## src/rtl/ptw_pkg.sv

```systemverilog
package ptw_pkg;
  localparam int unsigned PTE_PRESENT  = 0;
  localparam int unsigned PTE_WRITABLE = 1;
  localparam int unsigned PTE_USER     = 2;
  localparam int unsigned PTE_ACCESSED = 5;
  localparam int unsigned PTE_DIRTY    = 6;

  typedef enum logic [2:0] {
    ST_IDLE,
    ST_RD_REQ,
    ST_RD_WAIT,
    ST_WB_REQ,
    ST_WB_WAIT,
    ST_DONE
  } walk_st_e;
endpackage

```

## src/rtl/ptw_addr_gen.sv

```systemverilog
module ptw_addr_gen #(
  parameter int VA_W  = 32,
  parameter int PA_W  = 32,
  parameter int L1_W  = 10,
  parameter int L2_W  = 10,
  parameter int OFF_W = 12,
  parameter int ENT_W = 32
) (
  input  logic [PA_W-1:0]  base_i,
  input  logic [VA_W-1:0]  vaddr_i,
  input  logic [ENT_W-1:0] top_ent_i,
  input  logic [ENT_W-1:0] leaf_ent_i,
  output logic [PA_W-1:0]  top_slot_o,
  output logic [PA_W-1:0]  leaf_slot_o,
  output logic [PA_W-1:0]  paddr_o
);
  localparam int FRM_W  = PA_W - OFF_W;
  localparam int ESZ_LG = $clog2(ENT_W / 8);

  function automatic logic [PA_W-1:0] slot_in_base(input logic [PA_W-1:0] b,
                                                   input logic [L1_W-1:0] idx);
    return b + (PA_W'(idx) << ESZ_LG);
  endfunction

  function automatic logic [PA_W-1:0] slot_in_frame(input logic [FRM_W-1:0] f,
                                                    input logic [L2_W-1:0] idx);
    return {f, {OFF_W{1'b0}}} + (PA_W'(idx) << ESZ_LG);
  endfunction

  function automatic logic [PA_W-1:0] frame_join(input logic [FRM_W-1:0] f,
                                                 input logic [OFF_W-1:0] off);
    return {f, off};
  endfunction

  logic [L1_W-1:0]  top_idx;
  logic [L2_W-1:0]  leaf_idx;
  logic [OFF_W-1:0] page_off;

  assign top_idx  = vaddr_i[OFF_W+L2_W +: L1_W];
  assign leaf_idx = vaddr_i[OFF_W +: L2_W];
  assign page_off = vaddr_i[OFF_W-1:0];

  assign top_slot_o  = slot_in_base(base_i, top_idx);
  assign leaf_slot_o = slot_in_frame(top_ent_i[OFF_W +: FRM_W], leaf_idx);
  assign paddr_o     = frame_join(leaf_ent_i[OFF_W +: FRM_W], page_off);
endmodule

```

## src/rtl/ptw_entry_check.sv

```systemverilog
module ptw_entry_check
  import ptw_pkg::*;
#(
  parameter int ENT_W = 32
) (
  input  logic [ENT_W-1:0] ent_i,
  input  logic             wr_i,
  input  logic             usr_i,
  input  logic             leaf_i,
  output logic             present_o,
  output logic             pass_o,
  output logic [ENT_W-1:0] upd_o,
  output logic             changed_o
);
  logic perm_ok;

  assign present_o = ent_i[PTE_PRESENT];
  assign perm_ok   = (!wr_i || ent_i[PTE_WRITABLE]) && (!usr_i || ent_i[PTE_USER]);
  assign pass_o    = present_o && perm_ok;

  always_comb begin
    upd_o = ent_i;
    upd_o[PTE_ACCESSED] = 1'b1;
    if (leaf_i && wr_i) upd_o[PTE_DIRTY] = 1'b1;
  end

  assign changed_o = (upd_o != ent_i);

  always_comb begin
    if (!leaf_i) assert (upd_o[PTE_DIRTY] == ent_i[PTE_DIRTY])
      else $error("p_no_dirty_on_top_r7");
  end
endmodule

```

## src/rtl/pt_walker.sv

```systemverilog
module pt_walker
  import ptw_pkg::*;
#(
  parameter int VA_W  = 32,
  parameter int PA_W  = 32,
  parameter int L1_W  = 10,
  parameter int L2_W  = 10,
  parameter int OFF_W = 12,
  parameter int ENT_W = 32
) (
  input  logic             clk_i,
  input  logic             rst_ni,
  input  logic [PA_W-1:0]  pt_base_i,
  input  logic             req_valid_i,
  output logic             req_ready_o,
  input  logic [VA_W-1:0]  req_vaddr_i,
  input  logic             req_write_i,
  input  logic             req_user_i,
  output logic             mem_req_valid_o,
  output logic             mem_req_write_o,
  output logic [PA_W-1:0]  mem_req_addr_o,
  output logic [ENT_W-1:0] mem_req_wdata_o,
  input  logic             mem_resp_valid_i,
  input  logic [ENT_W-1:0] mem_resp_rdata_i,
  output logic             rsp_valid_o,
  input  logic             rsp_ready_i,
  output logic             rsp_fault_o,
  output logic [PA_W-1:0]  rsp_paddr_o,
  output logic [OFF_W-1:0] rsp_attr_o,
  output logic [VA_W-1:0]  fault_vaddr_o,
  output logic [2:0]       fault_code_o
);
  walk_st_e         st_q;
  logic             leaf_q, wr_q, usr_q;
  logic [VA_W-1:0]  vaddr_q;
  logic [PA_W-1:0]  base_q;
  logic [ENT_W-1:0] top_ent_q, ent_q;
  logic             rsp_fault_q;
  logic [PA_W-1:0]  paddr_q;
  logic [OFF_W-1:0] attr_q;
  logic [VA_W-1:0]  fva_q;
  logic [2:0]       fcode_q;

  logic [PA_W-1:0]  top_slot, leaf_slot, cur_slot, join_paddr;
  logic [ENT_W-1:0] adv_ent, chk_upd;
  logic             chk_present, chk_pass, chk_changed;

  // named internal events
  logic req_fire, rd_fire, wb_fire, rd_back, wb_back, walk_fault, walk_adv, rsp_fire;

  assign adv_ent = (st_q == ST_RD_WAIT) ? chk_upd : ent_q;

  ptw_addr_gen #(.VA_W(VA_W), .PA_W(PA_W), .L1_W(L1_W), .L2_W(L2_W), .OFF_W(OFF_W),
                 .ENT_W(ENT_W)) u_addr (
    .base_i(base_q), .vaddr_i(vaddr_q), .top_ent_i(top_ent_q), .leaf_ent_i(adv_ent),
    .top_slot_o(top_slot), .leaf_slot_o(leaf_slot), .paddr_o(join_paddr));

  ptw_entry_check #(.ENT_W(ENT_W)) u_chk (
    .ent_i(mem_resp_rdata_i), .wr_i(wr_q), .usr_i(usr_q), .leaf_i(leaf_q),
    .present_o(chk_present), .pass_o(chk_pass), .upd_o(chk_upd), .changed_o(chk_changed));

  assign cur_slot   = leaf_q ? leaf_slot : top_slot;
  assign req_fire   = (st_q == ST_IDLE) && req_valid_i;
  assign rd_fire    = (st_q == ST_RD_REQ);
  assign wb_fire    = (st_q == ST_WB_REQ);
  assign rd_back    = (st_q == ST_RD_WAIT) && mem_resp_valid_i;
  assign wb_back    = (st_q == ST_WB_WAIT) && mem_resp_valid_i;
  assign walk_fault = rd_back && !chk_pass;
  assign walk_adv   = (rd_back && chk_pass && !chk_changed) || wb_back;
  assign rsp_fire   = (st_q == ST_DONE) && rsp_ready_i;

  assign req_ready_o     = (st_q == ST_IDLE);
  assign mem_req_valid_o = rd_fire || wb_fire;
  assign mem_req_write_o = wb_fire;
  assign mem_req_addr_o  = cur_slot;
  assign mem_req_wdata_o = ent_q;
  assign rsp_valid_o     = (st_q == ST_DONE);
  assign rsp_fault_o     = rsp_fault_q;
  assign rsp_paddr_o     = paddr_q;
  assign rsp_attr_o      = attr_q;
  assign fault_vaddr_o   = fva_q;
  assign fault_code_o    = fcode_q;

  always_ff @(posedge clk_i) begin
    if (!rst_ni) begin
      st_q        <= ST_IDLE;
      leaf_q      <= 1'b0;
      wr_q        <= 1'b0;
      usr_q       <= 1'b0;
      vaddr_q     <= '0;
      base_q      <= '0;
      top_ent_q   <= '0;
      ent_q       <= '0;
      rsp_fault_q <= 1'b0;
      paddr_q     <= '0;
      attr_q      <= '0;
      fva_q       <= '0;
      fcode_q     <= '0;
    end else begin
      case (st_q)
        ST_IDLE: if (req_fire) begin
          vaddr_q <= req_vaddr_i;
          wr_q    <= req_write_i;
          usr_q   <= req_user_i;
          base_q  <= pt_base_i;
          leaf_q  <= 1'b0;
          st_q    <= ST_RD_REQ;
        end
        ST_RD_REQ: st_q <= ST_RD_WAIT;
        ST_WB_REQ: st_q <= ST_WB_WAIT;
        ST_DONE:   if (rsp_fire) st_q <= ST_IDLE;
        default: ;
      endcase
      if (walk_fault) begin
        rsp_fault_q <= 1'b1;
        paddr_q     <= '0;
        attr_q      <= '0;
        fva_q       <= vaddr_q;
        fcode_q     <= {usr_q, wr_q, chk_present};
        st_q        <= ST_DONE;
      end else if (rd_back && chk_changed) begin
        ent_q <= chk_upd;
        st_q  <= ST_WB_REQ;
      end else if (walk_adv) begin
        if (!leaf_q) begin
          top_ent_q <= adv_ent;
          leaf_q    <= 1'b1;
          st_q      <= ST_RD_REQ;
        end else begin
          rsp_fault_q <= 1'b0;
          paddr_q     <= join_paddr;
          attr_q      <= adv_ent[OFF_W-1:0];
          st_q        <= ST_DONE;
        end
      end
    end
  end

  // assertion support: address of the last read issued
  logic [PA_W-1:0] last_rd_addr_q;
  always_ff @(posedge clk_i) begin
    if (!rst_ni) last_rd_addr_q <= '0;
    else if (mem_req_valid_o && !mem_req_write_o) last_rd_addr_q <= mem_req_addr_o;
  end

  p_mem_pulse_r8: assert property (@(posedge clk_i) disable iff (!rst_ni)
    mem_req_valid_o |=> !mem_req_valid_o);
  p_wb_same_addr_r8: assert property (@(posedge clk_i) disable iff (!rst_ni)
    (mem_req_valid_o && mem_req_write_o) |-> (mem_req_addr_o == last_rd_addr_q));
  p_rsp_hold_r9: assert property (@(posedge clk_i) disable iff (!rst_ni)
    (rsp_valid_o && !rsp_ready_i) |=>
      (rsp_valid_o && $stable(rsp_paddr_o) && $stable(rsp_fault_o) && $stable(rsp_attr_o)));
  p_idle_excl_r9: assert property (@(posedge clk_i) disable iff (!rst_ni)
    req_ready_o |-> (!rsp_valid_o && !mem_req_valid_o));
  p_accessed_r7: assert property (@(posedge clk_i) disable iff (!rst_ni)
    (rsp_valid_o && !rsp_fault_o) |-> rsp_attr_o[PTE_ACCESSED]);
  p_dirty_r7: assert property (@(posedge clk_i) disable iff (!rst_ni)
    (rsp_valid_o && !rsp_fault_o && wr_q) |-> rsp_attr_o[PTE_DIRTY]);
  p_code_flags_r6: assert property (@(posedge clk_i) disable iff (!rst_ni)
    ($rose(rsp_valid_o) && rsp_fault_o) |-> (fault_code_o[1] == wr_q && fault_code_o[2] == usr_q));
  p_fault_regs_hold_r6: assert property (@(posedge clk_i) disable iff (!rst_ni)
    (!$rose(rsp_valid_o) && !$past(walk_fault)) |-> ($stable(fault_vaddr_o) && $stable(fault_code_o)));
endmodule

```

## config.mk

```make
export PLATFORM = sky130hd
export DESIGN_NAME = pt_walker
export DESIGN_NICKNAME = d
export VERILOG_FILES = /design/src/rtl/ptw_pkg.sv /design/src/rtl/ptw_addr_gen.sv /design/src/rtl/ptw_entry_check.sv /design/src/rtl/pt_walker.sv
export SDC_FILE = /design/constraint.sdc
export NUM_CORES = 1
export LEC_CHECK = 0
export ABC_AREA = 0
export BUFFER_PORTS_ARGS = -buffer_cell sky130_fd_sc_hd__buf_4
export CAP_MARGIN = 15
export CORE_UTILIZATION = 52
export DETAILED_ROUTE_END_ITERATION = 6
export GPL_TIMING_DRIVEN = 0
export MAX_ROUTING_LAYER = met4
export PLACE_DENSITY = 0.8
export SKIP_LAST_GASP = 1
export SLEW_MARGIN = 20
export SYNTH_ARGS = -nofsm -noshare
export SYNTH_HDL_FRONTEND = slang
export SYNTH_SLANG_ARGS = --single-unit
```

## constraint.sdc

```tcl
create_clock -name clk_i -period 3.4 [get_ports clk_i]
set_input_delay 0.51 -clock clk_i [delete_from_list [all_inputs] [get_ports clk_i]]
set_output_delay 0.51 -clock clk_i [all_outputs]
set_load 0.05 [all_outputs]
```

==> flow_summary.yaml, run 1 <==
cells_and_area:
  insertedDiodeCount: 0
  nNetsFinal: 1470
  fillCellCount: 1344
  final_cell_count_no_fill: 1591
  seq_area_um2: 4050
  multi_input_area_um2: 4700
  syn_to_final_growth_pct: 35.9
  final_layout_size_suffix_gt1_share_pct: 26.2
synth:
  synth_top_area_share_pct: 45.3
  yosysMostFrequentCell: "nand2_1"
  syn-num-nets: 1188
  netlist_instances: 1074
  yosysSeqAreaShare_pct: 45.3
  synth_edf_count: 0
  async_reset_ff_share_pct: 0
  synthFlopType: "dfxtp_1"
  synth_area_leader_cell: "dfxtp_1"
  yosysUniqueCellTypes: 60
  synth_commonest_cells: "340 x nand2_1, 202 x dfxtp_1, 131 x a21boi_0"
  synth_area_leaders: "dfxtp_1 45%, nand2_1 14%, a21boi_0 11%"
  netlist_area_um2: 8930
  avgSynthCellArea_um2: 8.32
  yosysWarnings: 0
  ys_ff_latch: 202
placement:
  placed_cells: 1543
  port_buffers: 249
  dp_hpwl_um: 19900
  globalplace.congestion: 0.911
pwr:
  p_comb_share_pct: 22.1
  pwr_density_cell_nw_per_um2: 534
  switching_share_pct: 30.7
  power_frac_clock_pct: 37.4
  p_sw_mw: 1.99
  pwr-share-seq_pct: 40.5
  power_mw: 6.48
  vdd_drop_max_mv: 0.344
  p_leak_nw: 4.99
  internal_power_mw: 4.50
worst_setup_path:
  cp.required_ns: 2.89
  rrSetupSlack_ns: 0.81
  timing.rr.end: "rsp_paddr_o[24]"
  reg2reg_depth: 7
  crit_path_start_kind: "flop"
  cp_max_fo: 5
  critPathCaptureType: "output pin"
  cp.arrival_ns: 2.94
  crit_path_end: "mem_req_addr_o[22]"
  worstSetupPathType: "reg2out"
  r2r-start: "st_q[1]"
  critPathLaunch: "vaddr_q[22]"
outcome:
  violations: "negative setup slack"
  status: "complete, but fails checks"
cts:
  cts.htree.levels: 1
  ctsHoldBuffers: 0
  clkTransAtPathRegs_ns: 0.06
  cts_made_buffers: 22
  cts_buffer_depth: 3
  cts.sinks: 202
  cts-root-buf: "clkbuf_16"
  clk_latency_ns: 0.50
  cts_tree: "done"
die:
  rows: 47
  core_um2: 16700
  initial_core_util_pct: 53.5
  pin_count: 251
  dieHeight_um: 133
  die_area_um2: 17700
  die_w_um: 133
timing:
  rsz0062_at_grt: "yes"
  min_period_over_period_pct: 102
  finalMaxSlewViolations: 0
  skew_ns: 0.00728
  min_period_ns: 3.45
  tightestPinTransition_ns: 0.761
  final.setup.tns_ns: -0.166
  worst_slack_ns: -0.0541
  maxSlewHeadroom_pct: 49.3
  hold_viol_final: 0
  setup_viol: 6
  max_freq_ghz: 0.290
global_route:
  grt_max_degree: 14
  grt_overflow: 0
  grt_util_all_layers_pct: 30.4
  grt_pass1_vias: 8015
  antenna_found_initial: 0
  grt_pass1_wl_um: 41500
drt:
  drc: 0
  viasPerCell: 5.40
  finalWirelength_um: 26700
  dr.pass1.iters: 5
  drt.antenna.violating_nets: 0
  vias: 8586
  first_iter_violations: 542
  wl_per_cell_um: 16.8
min_path:
  hp-class: "in2reg"
  min_from: "req_vaddr_i[22]"
flow_run:
  maxCapViolCount: 0
==> final cells by class <==
| class | instances | area share [%] |
|---|---|---|
| tap | 220 | 2.27 |
| buffer | 77 | 2.63 |
| clock buffer | 34 | 5.41 |
| multi-input combinational | 781 | 38.7 |
| inverter | 13 | 0.402 |
| sequential | 202 | 33.4 |
| timing repair buffer | 259 | 16.5 |
| clock inverter | 5 | 0.660 |
==> cell families after synthesis <==
kind of cell | share of synthesized area, %
simple gates | 20.4
compound gates | 22.6
flops | 45.3
buf+inv | 4.17
mux | 3.87
xor+xnor | 2.06
fa+ha+maj | 1.62
==> worst min-delay path by stage <==
stage	to	slack [ns]	cells past startpoint
3_5_place_dp	rsp_paddr_o[6]	0.45	2
6_report	vaddr_q[22]	0.26	3
3_3_place_gp	rsp_paddr_o[3]	0.44	2
4_1_cts	vaddr_q[22]	0.25	3
5_1_grt	usr_q	0.26	3
2_1_floorplan	base_q[0]	0.44	2
==> state kept, by name, indices dropped and copies added, names as in the netlist <==
register and cells:
usr_q 1, top_ent_q 20, wr_q 1, rsp_paddr_o 32
base_q 32, fault_vaddr_o 32, vaddr_q 32, mem_req_wdata_o 32
rsp_attr_o 12, rsp_fault_o 1, st_q 3, leaf_q 1
fault_code_o 3
==> metal layers <==
metal | part of all wire (%) | track usage (%)
met5 | 0 | -
met3 | 5.8 | 4.29
met2 | 47 | 48.8
met1 | 43 | 38.6
met4 | 3.8 | 11.5
==> power by group through the flow <==
stage / clock (mW) / combinational [mW] / sequential, mW
after floorplan: 0 / 0.878 / 2.68
after detailed placement: 0 / 1.36 / 2.67
after global placement: 0 / 1.34 / 2.66
after global routing: 2.56 / 1.54 / 2.64
after CTS: 2.45 / 1.40 / 2.62
final: 2.42 / 1.43 / 2.63
==> layout by cell type, fill, tap and decap left out, types with 6 or more instances in the layout <==
master     instances
mux2i_1           30
nor3_1             6
clkbuf_1          57
o21ai_0           15
buf_4            246
buf_6             11
buf_2             20
inv_1             13
nand3_1            9
clkbuf_16         23
nor2b_1            6
nor2_1            46
a211oi_1          37
a21oi_1           23
xnor2_1           16
nand2_1          340
a21boi_0         131
o211a_1           21
dfxtp_1          199
==> metrics by stage <==
stage / area [µm²] / hold WS (ns) / utilization [%] / worst slack, ns
finish: 12100 / 0.263 / 72.7 / -0.0541
global route: 12100 / 0.264 / 72.7 / -0.159
CTS: 12000 / 0.250 / 71.9 / -0.129
detailed placement: 11100 / 0.449 / 66.4 / 0.0947
global placement: 11100 / 0.443 / 66.4 / 0.101
floorplan: 8950 / 0.439 / - / 0.0284
==> repair_timing <==
| action | in CTS | in global routing |
|---|---|---|
| pin swaps | 12 | 15 |
| endpoints found under the hold margin | 0 | 0 |
| setup endpoints to repair | 14 | 19 |
| gates resized for setup | 31 | 27 |
| setup buffers | 5 | 6 |
| gates cloned | 0 | 0 |
==> worst max-delay path: stages, from the launching register on <==
cell and delay (ns):
dfxtp_2 0.34, ha_4 0.17, fa_2 0.35, a21o_1 0.18, a21o_4 0.21, a2111oi_4 0.27, buf_4 0.19, buf_4 0.12
nor3_4 0.05, a21o_1 0.16, a31oi_2 0.22, buf_6 0.19
No activity file was read; power rests on OpenSTA's default activity.
==> run 2: changes to the inputs <==
CORE_UTILIZATION = 50   (was 52)
PLACE_DENSITY = 0.77   (was 0.8)
==> run 2 against run 1 <==
Against the previous run: setup slack got worse by 0.019 ns; flip-flop and latch count unchanged; clock skew increased by 0.0065 ns; wire length decreased by 0.92%; the run still ends with negative setup slack left; global-route usage decreased by 1.5 points; worst hold slack improved by 0.0020 ns; critical path type unchanged; cell area decreased by 1.1%; first-iteration DRC count decreased by 14%; non-clock buffer count increased by 1; register-to-register slack improved by 0.04 ns.
==> flow_summary.yaml, run 2 (synthesis gave the netlist of run 1 again) <==
outcome:
  status: "complete, but fails checks"
  violations: "negative setup slack"
worst_setup_path:
  cp.required_ns: 2.89
  critPathLaunch: "base_q[2]"
  cp_max_fo: 8
  crit_path_start_kind: "flop"
  worstSetupPathType: "reg2out"
  critPathCaptureType: "output pin"
  cp.arrival_ns: 2.96
  r2r-start: "st_q[1]"
min_path:
  hp-class: "in2reg"
  min_from: "pt_base_i[12]"
flow_run:
  maxCapViolCount: 0
cts:
  cts_buffer_depth: 3
  cts.sinks: 202
  clkTransAtPathRegs_ns: 0.06
  cts-root-buf: "clkbuf_16"
  cts.htree.levels: 1
  cts_made_buffers: 22
  clk_latency_ns: 0.50
  cts_tree: "done"
cells_and_area:
  nNetsFinal: 1471
  layout_commonest_cell: "nand2_1"
  final_layout_size_suffix_gt1_share_pct: 25.4
  layout_common_cells: "340 x nand2_1, 252 x buf_4, 200 x dfxtp_1"
  insertedDiodeCount: 0
  syn_to_final_growth_pct: 34.4
timing:
  final.setup.tns_ns: -0.261
  worst_slack_ns: -0.0730
  rsz0062_at_grt: "yes"
  max_freq_ghz: 0.288
  finalMaxSlewViolations: 0
  min_period_over_period_pct: 102
  min_period_ns: 3.47
  hold_viol_final: 0
  skew_ns: 0.0137
  tightestPinTransition_ns: 0.738
  maxSlewHeadroom_pct: 50.8
  setup_viol: 5
  hold-worst-slack_ns: 0.265
global_route:
  grt_util_all_layers_pct: 28.9
  antenna_found_initial: 0
  grt_max_degree: 13
  grt_overflow: 0
  grt_pass1_wl_um: 40500
  grt_pass1_vias: 7808
drt:
  drt.antenna.violating_nets: 0
  first_iter_violations: 466
  drc: 0
  vias: 8457
  dr.pass1.iters: 4
  finalWirelength_um: 26500
  viasPerCell: 5.32
  wl_per_cell_um: 16.6
die:
  core_um2: 17400
  pin_count: 251
  die_w_um: 136
  dieHeight_um: 136
  die_area_um2: 18400
  rows: 48
  initial_core_util_pct: 51.5
pwr:
  p_sw_mw: 1.95
  pwr-share-seq_pct: 42.1
  power_frac_clock_pct: 35.3
  internal_power_mw: 4.29
  p_comb_share_pct: 22.6
  vdd_drop_max_mv: 0.476
  p_leak_nw: 4.95
  switching_share_pct: 31.2
  pwr_density_cell_nw_per_um2: 520
placement:
  globalplace.congestion: 0.945
  port_buffers: 249
  dp_hpwl_um: 20000
  dp_worst_setup_slack_ns: 0.0891
run 2: cell count changes in the layout (fill, tap and decap cells not counted), sizes merged:
| cell | previous run | this run |
|---|---|---|
| clkinvlp | 2 | 0 |
| bufinv | 2 | 0 |
| clkinv | 1 | 2 |
| clkbuf | 85 | 82 |
| buf | 285 | 286 |
run 2: worst paths after layout:
path | slack, ns | endpoint | depth (start not counted)
worst max register to register | 0.85 | rsp_attr_o[10] | 7
worst min register to register | 0.46 | rsp_paddr_o[7] | 2
worst max-delay path | -0.07 | mem_req_addr_o[30] | 11
worst min-delay path | 0.26 | base_q[12] | 3
run 2: stage by stage:
| step | std cells | power, mW | utilization [%] | cell area [µm²] |
|---|---|---|---|---|
| final | 1591 | 6.24 | 69.2 | 12000 |
| after global routing | 1591 | 6.49 | 69.2 | 12000 |
| after global placement | 1548 | 4.01 | 64.0 | 11100 |
| after CTS | 1585 | 6.24 | 68.5 | 11900 |
| after detailed placement | 1548 | 4.02 | 64.0 | 11100 |
| after floorplan | 1074 | 3.55 | - | 8950 |
run 2: layer usage:
metal / global-route usage (%) / vias up / part of all wire [%]
met5: - / - / 0
met4: 9.93 / 0 / 3.0
met3: 4.00 / 55 / 6.0
met2: 46.6 / 275 / 47
met1: 37.0 / 3918 / 44
li1: - / 4209 / -
run 2: what timing repair did:
item / 4_1_cts / 5_1_grt
resized for setup: 25 / 15
hold buffers: 0 / 0
buffers inserted: 4 / 7
cloned: 0 / 0
pin swaps: 8 / 8
endpoints found under the setup margin: 16 / 17
run 2: final cells by class:
type	instances	area [µm²]
Timing Repair Buffer	259	1980
Buffer	78	330
Inverter	13	48.8
Fill cell	1475	5350
Multi-Input combinational cell	781	4670
Sequential cell	202	4050
Tap cell	225	282
Clock buffer	31	636
Clock inverter	2	10.0
run 2: power by group through the flow:
stage	logic, mW	clock network [mW]	registers [mW]
floorplan	0.878	0	2.68
global placement	1.34	0	2.66
detailed placement	1.36	0	2.67
CTS	1.39	2.23	2.62
finish	1.41	2.20	2.63
global route	1.52	2.33	2.64
run 2: worst max-delay path, stage by stage, from the launching register on:
cell and delay, ns:
dfxtp_2 0.35, ha_4 0.15, fa_2 0.20, a21o_1 0.12, a21o_4 0.13, a2111oi_4 0.05
buf_4 0.17, or3_1 0.38, buf_6 0.15, or4_1 0.48, nand3_2 0.13, buf_8 0.15
